--- src/rtl/cq_spi_pkg.sv ---
package cq_spi_pkg;
  localparam int DATA_W = 16;
  localparam int LEN_W  = 4;

  typedef struct packed {
    logic [LEN_W-1:0] len_m1;
    logic             cpol;
    logic             cpha;
    logic             lsb_first;
  } tcfg_t;
endpackage

--- src/rtl/cq_spi_fifo.sv ---
module cq_spi_fifo #(
  parameter int W     = 8,
  parameter int DEPTH = 4,
  localparam int AW   = (DEPTH > 1) ? $clog2(DEPTH) : 1,
  localparam int CW   = $clog2(DEPTH + 1)
) (
  input  logic          clk,
  input  logic          rst_n,
  input  logic          clear,
  input  logic          push,
  input  logic [W-1:0]  wdata,
  input  logic          pop,
  output logic [W-1:0]  rdata,
  output logic [CW-1:0] count,
  output logic          full,
  output logic          empty
);
  logic [W-1:0]  mem [DEPTH];
  logic [AW-1:0] wp, rp;
  logic          do_push, do_pop;

  function automatic logic [AW-1:0] step(input logic [AW-1:0] p);
    return (p == AW'(DEPTH - 1)) ? '0 : p + AW'(1);
  endfunction

  assign full    = (count == CW'(DEPTH));
  assign empty   = (count == '0);
  assign do_push = push & ~full;
  assign do_pop  = pop & ~empty;
  assign rdata   = mem[rp];

  always_ff @(posedge clk or negedge rst_n) begin
    if (!rst_n) begin
      wp    <= '0;
      rp    <= '0;
      count <= '0;
    end else if (clear) begin
      wp    <= '0;
      rp    <= '0;
      count <= '0;
    end else begin
      if (do_push) wp <= step(wp);
      if (do_pop)  rp <= step(rp);
      count <= count + CW'(do_push) - CW'(do_pop);
    end
  end

  always_ff @(posedge clk) begin
    if (!clear && do_push) mem[wp] <= wdata;
  end
endmodule

--- src/rtl/cq_spi_engine.sv ---
module cq_spi_engine
  import cq_spi_pkg::*;
#(
  parameter int NCS      = 6,
  parameter int NTS      = 2,
  parameter int HALF_DIV = 2,
  localparam int TS_W    = (NTS > 1) ? $clog2(NTS) : 1,
  localparam int EW      = $clog2(2 * DATA_W + 1),
  localparam int TW      = $clog2(HALF_DIV + 1)
) (
  input  logic              clk,
  input  logic              rst_n,
  input  logic              go_ok,
  input  logic              tx_has,
  input  logic              rx_space,
  input  logic [DATA_W-1:0] w_data,
  input  logic [NCS-1:0]    w_cs,
  input  logic [TS_W-1:0]   w_tsel,
  input  logic              w_cont,
  input  tcfg_t [NTS-1:0]   tcfg,
  input  logic [NCS-1:0]    cs_idle,
  input  logic              miso,
  output logic              tx_pop,
  output logic              rx_push,
  output logic [DATA_W-1:0] rx_word,
  output logic              sck,
  output logic              mosi,
  output logic [NCS-1:0]    cs_line,
  output logic              busy
);
  logic              busy_q, cont_q;
  logic [TW-1:0]     timer_q;
  logic [EW-1:0]     ec_q, edges2, kraw;
  tcfg_t             cfg_q, sel_cfg;
  logic [DATA_W-1:0] data_q, rxsh_q;
  logic [NCS-1:0]    act_q;
  logic [LEN_W-1:0]  kc, idx;
  logic              start, tick, more;

  assign sel_cfg = (int'(w_tsel) < NTS) ? tcfg[w_tsel] : tcfg[0];
  assign start   = ~busy_q & go_ok & tx_has & rx_space;
  assign tick    = busy_q & (timer_q == '0);
  assign edges2  = (EW'(cfg_q.len_m1) + EW'(1)) << 1;
  assign more    = ec_q < edges2;

  // Bit position from the number of SCK edges already made.
  always_comb begin
    if (cfg_q.cpha) kraw = (ec_q == '0) ? '0 : ((ec_q - EW'(1)) >> 1);
    else            kraw = ec_q >> 1;
    kc  = (kraw > EW'(cfg_q.len_m1)) ? cfg_q.len_m1 : kraw[LEN_W-1:0];
    idx = cfg_q.lsb_first ? kc : cfg_q.len_m1 - kc;
  end

  always_ff @(posedge clk or negedge rst_n) begin
    if (!rst_n) begin
      busy_q  <= 1'b0;
      cont_q  <= 1'b0;
      timer_q <= '0;
      ec_q    <= '0;
      cfg_q   <= '0;
      data_q  <= '0;
      rxsh_q  <= '0;
      act_q   <= '0;
    end else if (start) begin
      busy_q  <= 1'b1;
      timer_q <= TW'(HALF_DIV - 1);
      ec_q    <= '0;
      cfg_q   <= sel_cfg;
      data_q  <= w_data;
      rxsh_q  <= '0;
      act_q   <= w_cs;
      cont_q  <= w_cont;
    end else if (tick) begin
      if (more) begin
        ec_q    <= ec_q + EW'(1);
        timer_q <= TW'(HALF_DIV - 1);
        if (ec_q[0] == cfg_q.cpha) rxsh_q[idx] <= miso;
      end else begin
        busy_q <= 1'b0;
        if (!cont_q) act_q <= '0;
      end
    end else if (busy_q) begin
      timer_q <= timer_q - TW'(1);
    end
  end

  assign tx_pop  = start;
  assign rx_push = tick & ~more;
  assign rx_word = rxsh_q;
  assign sck     = cfg_q.cpol ^ (busy_q & ec_q[0]);
  assign mosi    = busy_q & data_q[idx];
  assign cs_line = cs_idle ^ act_q;
  assign busy    = busy_q;
endmodule

--- src/rtl/cq_spi_master.sv ---
module cq_spi_master
  import cq_spi_pkg::*;
#(
  parameter int NCS      = 6,
  parameter int NTS      = 2,
  parameter int TX_DEPTH = 4,
  parameter int RX_DEPTH = 4,
  parameter int HALF_DIV = 2,
  localparam int TS_W    = (NTS > 1) ? $clog2(NTS) : 1,
  localparam int CMD_W   = DATA_W + NCS + TS_W + 1,
  localparam int TCW     = $clog2(TX_DEPTH + 1),
  localparam int RCW     = $clog2(RX_DEPTH + 1)
) (
  input  logic                 clk,
  input  logic                 rst_n,
  input  logic                 ctrl_we,
  input  logic                 ctrl_halt,
  input  logic                 ctrl_enable,
  input  logic [NCS-1:0]       ctrl_cs_idle,
  input  logic                 ctrl_flush_tx,
  input  logic                 ctrl_flush_rx,
  input  logic [NTS*LEN_W-1:0] tset_len_m1,
  input  logic [NTS-1:0]       tset_cpol,
  input  logic [NTS-1:0]       tset_cpha,
  input  logic [NTS-1:0]       tset_lsb,
  input  logic                 tx_valid,
  output logic                 tx_ready,
  input  logic [CMD_W-1:0]     tx_word,
  output logic                 rx_valid,
  input  logic                 rx_ready,
  output logic [DATA_W-1:0]    rx_data,
  output logic [TCW-1:0]       tx_count,
  output logic [RCW-1:0]       rx_count,
  output logic                 running,
  output logic                 sck,
  output logic                 mosi,
  input  logic                 miso,
  output logic [NCS-1:0]       cs_line
);
  logic           halt_q, en_q;
  logic [NCS-1:0] idle_q;
  logic           flush_tx, flush_rx;
  logic           tx_full, tx_empty, rx_full, rx_empty;
  logic           eng_pop, eng_push, eng_busy;
  logic [CMD_W-1:0]  tx_head;
  logic [DATA_W-1:0] eng_rx_word;
  tcfg_t [NTS-1:0]   tcfg;

  always_ff @(posedge clk or negedge rst_n) begin
    if (!rst_n) begin
      halt_q <= 1'b1;
      en_q   <= 1'b0;
      idle_q <= '1;
    end else if (ctrl_we) begin
      halt_q <= ctrl_halt;
      en_q   <= ctrl_enable;
      idle_q <= ctrl_cs_idle;
    end
  end

  assign flush_tx = ctrl_we & ctrl_flush_tx;
  assign flush_rx = ctrl_we & ctrl_flush_rx;
  assign running  = en_q & ~halt_q;

  for (genvar g = 0; g < NTS; g++) begin : g_tset
    assign tcfg[g] = {tset_len_m1[g*LEN_W +: LEN_W], tset_cpol[g], tset_cpha[g], tset_lsb[g]};
  end

  cq_spi_fifo #(.W(CMD_W), .DEPTH(TX_DEPTH)) u_txq (
    .clk(clk), .rst_n(rst_n), .clear(flush_tx), .push(tx_valid), .wdata(tx_word),
    .pop(eng_pop), .rdata(tx_head), .count(tx_count), .full(tx_full), .empty(tx_empty)
  );

  cq_spi_fifo #(.W(DATA_W), .DEPTH(RX_DEPTH)) u_rxq (
    .clk(clk), .rst_n(rst_n), .clear(flush_rx), .push(eng_push), .wdata(eng_rx_word),
    .pop(rx_ready), .rdata(rx_data), .count(rx_count), .full(rx_full), .empty(rx_empty)
  );

  cq_spi_engine #(.NCS(NCS), .NTS(NTS), .HALF_DIV(HALF_DIV)) u_eng (
    .clk(clk), .rst_n(rst_n), .go_ok(running), .tx_has(~tx_empty), .rx_space(~rx_full),
    .w_data(tx_head[DATA_W-1:0]), .w_cs(tx_head[DATA_W +: NCS]),
    .w_tsel(tx_head[DATA_W+NCS +: TS_W]), .w_cont(tx_head[CMD_W-1]),
    .tcfg(tcfg), .cs_idle(idle_q), .miso(miso),
    .tx_pop(eng_pop), .rx_push(eng_push), .rx_word(eng_rx_word),
    .sck(sck), .mosi(mosi), .cs_line(cs_line), .busy(eng_busy)
  );

  assign tx_ready = ~tx_full;
  assign rx_valid = ~rx_empty;
endmodule

--- config.mk ---
export PLATFORM = sky130hd
export DESIGN_NAME = cq_spi_master
export DESIGN_NICKNAME = d
export VERILOG_FILES = /design/src/rtl/cq_spi_pkg.sv /design/src/rtl/cq_spi_fifo.sv /design/src/rtl/cq_spi_engine.sv /design/src/rtl/cq_spi_master.sv
export SDC_FILE = /design/constraint.sdc
export NUM_CORES = 1
export LEC_CHECK = 0
export ABC_CLOCK_PERIOD_IN_PS = 8920
export CAP_MARGIN = 20
export CELL_PAD_IN_SITES_DETAIL_PLACEMENT = 1
export CELL_PAD_IN_SITES_GLOBAL_PLACEMENT = 2
export CORE_UTILIZATION = 50
export CTS_CLUSTER_SIZE = 25
export DETAILED_ROUTE_END_ITERATION = 7
export DONT_BUFFER_PORTS = 1
export PLACE_DENSITY_LB_ADDON = 0.1
export SYNTH_ARGS = -nofsm -noshare
export SYNTH_HDL_FRONTEND = slang
export SYNTH_HIERARCHICAL = 1
export SYNTH_SLANG_ARGS = --single-unit
export TNS_END_PERCENT = 20
--- constraint.sdc ---
create_clock -name clk -period 8.92 [get_ports clk]
set_clock_uncertainty 0.2 [all_clocks]
set_input_delay 1.338 -clock clk [delete_from_list [all_inputs] [get_ports clk]]
set_output_delay 1.338 -clock clk [all_outputs]
set_load 0.05 [all_outputs]
==> flow_summary.toml <==
[status]
status = "complete, no violations"

[setup_path]
critPathMaxStageDelay_ps = 600
cp_max_fo = 12
crit_path_start_kind = "flip-flop"
required_ps = 7380
cp_slowest_cell = "a31oi_2"
reg2reg_depth = 21
arrival_ps = 6100
end_kind = "output pin"
rrSetupSlack_ps = 3260
r2r_start = "u_eng/ec_q[0]"
critPathBufInv = 1
cp_cell_sequence = "inv_1, ha_1, nand2_1, nor3_1, nor2_1, ha_1, and2_1, o21ai_0, a32o_1, nand2_2, nand2_1, o21ai_0, ha_1, fa_1, nor2b_1, a31oi_2, nand2b_1, a211oi_1, a2111oi_0, o21a_1"
crit_family = "compound AO/OA/AOI/OAI gates"
crit_top_cell = "ha_1"
r2r_end = "u_eng/rx_word[8]"
path_class = "flip-flop to output pin"

[cts]
cts_buffers = 25
post_cts_resized = 0
worstSkewPairLatency_ps = 530
cts_sinks = 237
root_buffer = "clkbuf_16"
cts_hold_buf = 0
h-tree-depth = 1
post_cts_buffers = 0
max-clock-path-buffers = 3
cts_tree = "yes"
clkTransAtPathRegs_ps = 60

[die]
start_util = 0.517
core_area_um2 = 20500
rows = 52
fp.dieW_um = 148
die_h_um = 148
design.portCount = 87
die_area_um2 = 21800

[route]
detail-route-antenna-nets = 0
vias = 5581
vias_per_cell = 5.69
routed_wl_mm = 21.2
drtIter0Drc = 280
drt-wirelength-per-cell_um = 21.6
firstDrtPassIters = 4
remaining_drc_errors = 0

[synthesis]
synthCells = 691
synth_top_family_by_area = "multiplexers"
synthTopCellsByArea = "edfxtp_1, dfrtp_1, mux4_2, ha_1, mux4_1"
ys_types = 75
synth_edf_count = 160
yosysWarnings = 6
yosysTopAreaCell = "edfxtp_1"
syn_nets = 775
synthSimpleGateAreaFrac = 0.0922
seq_area_frac_synth = 0.636
synth_common_cells = "edfxtp_1, nand2_1, dfrtp_1"
synth_top_area_frac = 0.453
syn-cell-area_um2 = 10600
synth_flop_cell = "edfxtp_1"
synth.mux.area_fraction = 0.129
syn_avg_cell_area_um2 = 15.3
synth_async_sr_flop_share = 0.325
yosysMostFrequentCell = "edfxtp_1"
synth_seq_cells = 237
synth_compound_area_frac = 0.0550
synth_fa_ha_area_frac = 0.0385
synthXorXnorAreaFrac = 0.0173

[power]
peakVddDrop_v = 0.000187
power_density_nw_per_um2 = 396
leakagePower_nw = 4.36

[sta]
hold_viol = 0
whs_ps = 271
rsz0062_at_grt = "false"
clock.fmax_mhz = 131
slew-limit-headroom = 0.237
tightestPinTransition_ps = 1140
finalCriticalPeriod_ps = 7640
fin_crit_sh = 0.856
tns_ps = 0
setup_viol = 0
slew_violations = 0

[worst_hold_path]
hold_path_depth = 2
min_path_type = "flip-flop to flip-flop"
hp-start = "u_eng/data_q[2]"
min_to = "u_eng/data_q[2]"

[global_routing]
gr-total-overflow = 0
grt_pass1_vias = 6269
grt_pass1_wl_mm = 35.0
grt_max_degree = 78
antenna_found_initial = 0
grtUsageTotal = 0.208

[cells_and_area]
syn2layout_area_growth_pct = 8.96
drive_gt1_frac = 0.158
antenna_cells = 0
nNetsFinal = 776
nFillCells = 1915

[place]
numPortBuffers = 0
dp_hpwl_mm = 14.3
gp_congestion = 0.816

[flow_run]
cap_violations = 0
==> layout make-up <==
cell class,instances,area [um^2],area share
multi-input combinational,389,3520,0.305
timing repair buffer,8,60.1,0.00520
tap,270,338,0.0292
sequential,237,6740,0.584
inverter,31,116,0.0101
clock buffer,34,679,0.0588
clock inverter,12,96.3,0.00834
==> cells by family (layout without fill, tap and decap cells) <==
family          after synthesis  in the layout
mux                          77             77
simple gates                188            188
flops                       237            237
compound gates               72             72
buf+inv                      65             85
fa+ha+maj                    31             31
xor+xnor                     21             21
==> worst max path at each step <==
stage,start,to,slack [ps],depth (start not counted)
3_5_place_dp,u_eng/ec_q[0],mosi,1840,20
5_1_grt,u_eng/ec_q[0],mosi,880,20
6_report,u_eng/ec_q[0],mosi,1280,20
3_3_place_gp,u_eng/ec_q[0],mosi,2110,20
4_1_cts,u_eng/ec_q[0],mosi,1250,20
2_1_floorplan,u_eng/ec_q[0],mosi,2570,23
==> power breakdown <==
| part | internal, mW | total [mW] | switching [mW] |
|---|---|---|---|
| registers | 1.42 | 1.69 | 0.267 |
| clock network | 0.565 | 0.972 | 0.407 |
| logic | 0.666 | 1.91 | 1.25 |
==> cell usage in the layout (no fill, tap or decap), drive strengths merged, types with 6 or more instances in the layout <==
cell type	netlist	layout
mux2	12	12
ha	27	27
or3	10	10
xnor2	8	8
o31ai	9	9
nand2	85	85
and2	12	12
nand2b	8	8
dfrtp	70	70
nor2	24	24
nor3	11	11
xor2	13	13
dfstp	7	7
o21ai	17	17
a22o	6	6
a21oi	8	8
buf	20	8
inv	31	32
edfxtp	160	160
clkbuf	14	34
nor2b	12	12
mux2i	25	25
clkinv	0	9
mux4	40	40
o211ai	6	6
==> state kept, by name (all words and copies together), names as in the netlist <==
signal         cells
u_eng/rx_word     16
u_rxq/count        3
en_q               1
u_txq/count        3
u_eng/timer_q      2
u_eng/busy         1
u_txq/rp           2
u_eng/cont_q       1
u_eng/cfg_q        7
u_txq/wp           2
u_eng/data_q      16
u_eng/ec_q         6
u_txq/mem         96
halt_q             1
u_rxq/wp           2
u_rxq/rp           2
idle_q             6
u_rxq/mem         64
u_eng/act_q        6
==> routing by layer <==
metal | wire length [um] | track usage
met3 | 951 | 0.0414
met4 | 376 | 0.0459
met1 | 8740 | 0.262
met5 | 0 | 0
met2 | 11100 | 0.370
==> metrics by stage <==
step | area, um^2 | setup WS, ps | std cells | utilization | total power [mW]
global placement | 10800 | 2110 | 935 | 0.526 | 3.54
detailed placement | 10800 | 1840 | 935 | 0.526 | 3.64
global route | 11600 | 884 | 981 | 0.564 | 4.85
floorplan | 10600 | 2570 | 691 | - | 3.31
CTS | 11600 | 1250 | 981 | 0.564 | 4.63
finish | 11600 | 1280 | 981 | 0.564 | 4.57
==> tightest hold or removal path: stages (launching register included) <==
cell and delay (ps):
dfrtp_1 340, nand2_1 50, nand2_1 50
No activity file was read; power rests on OpenSTA's default activity.
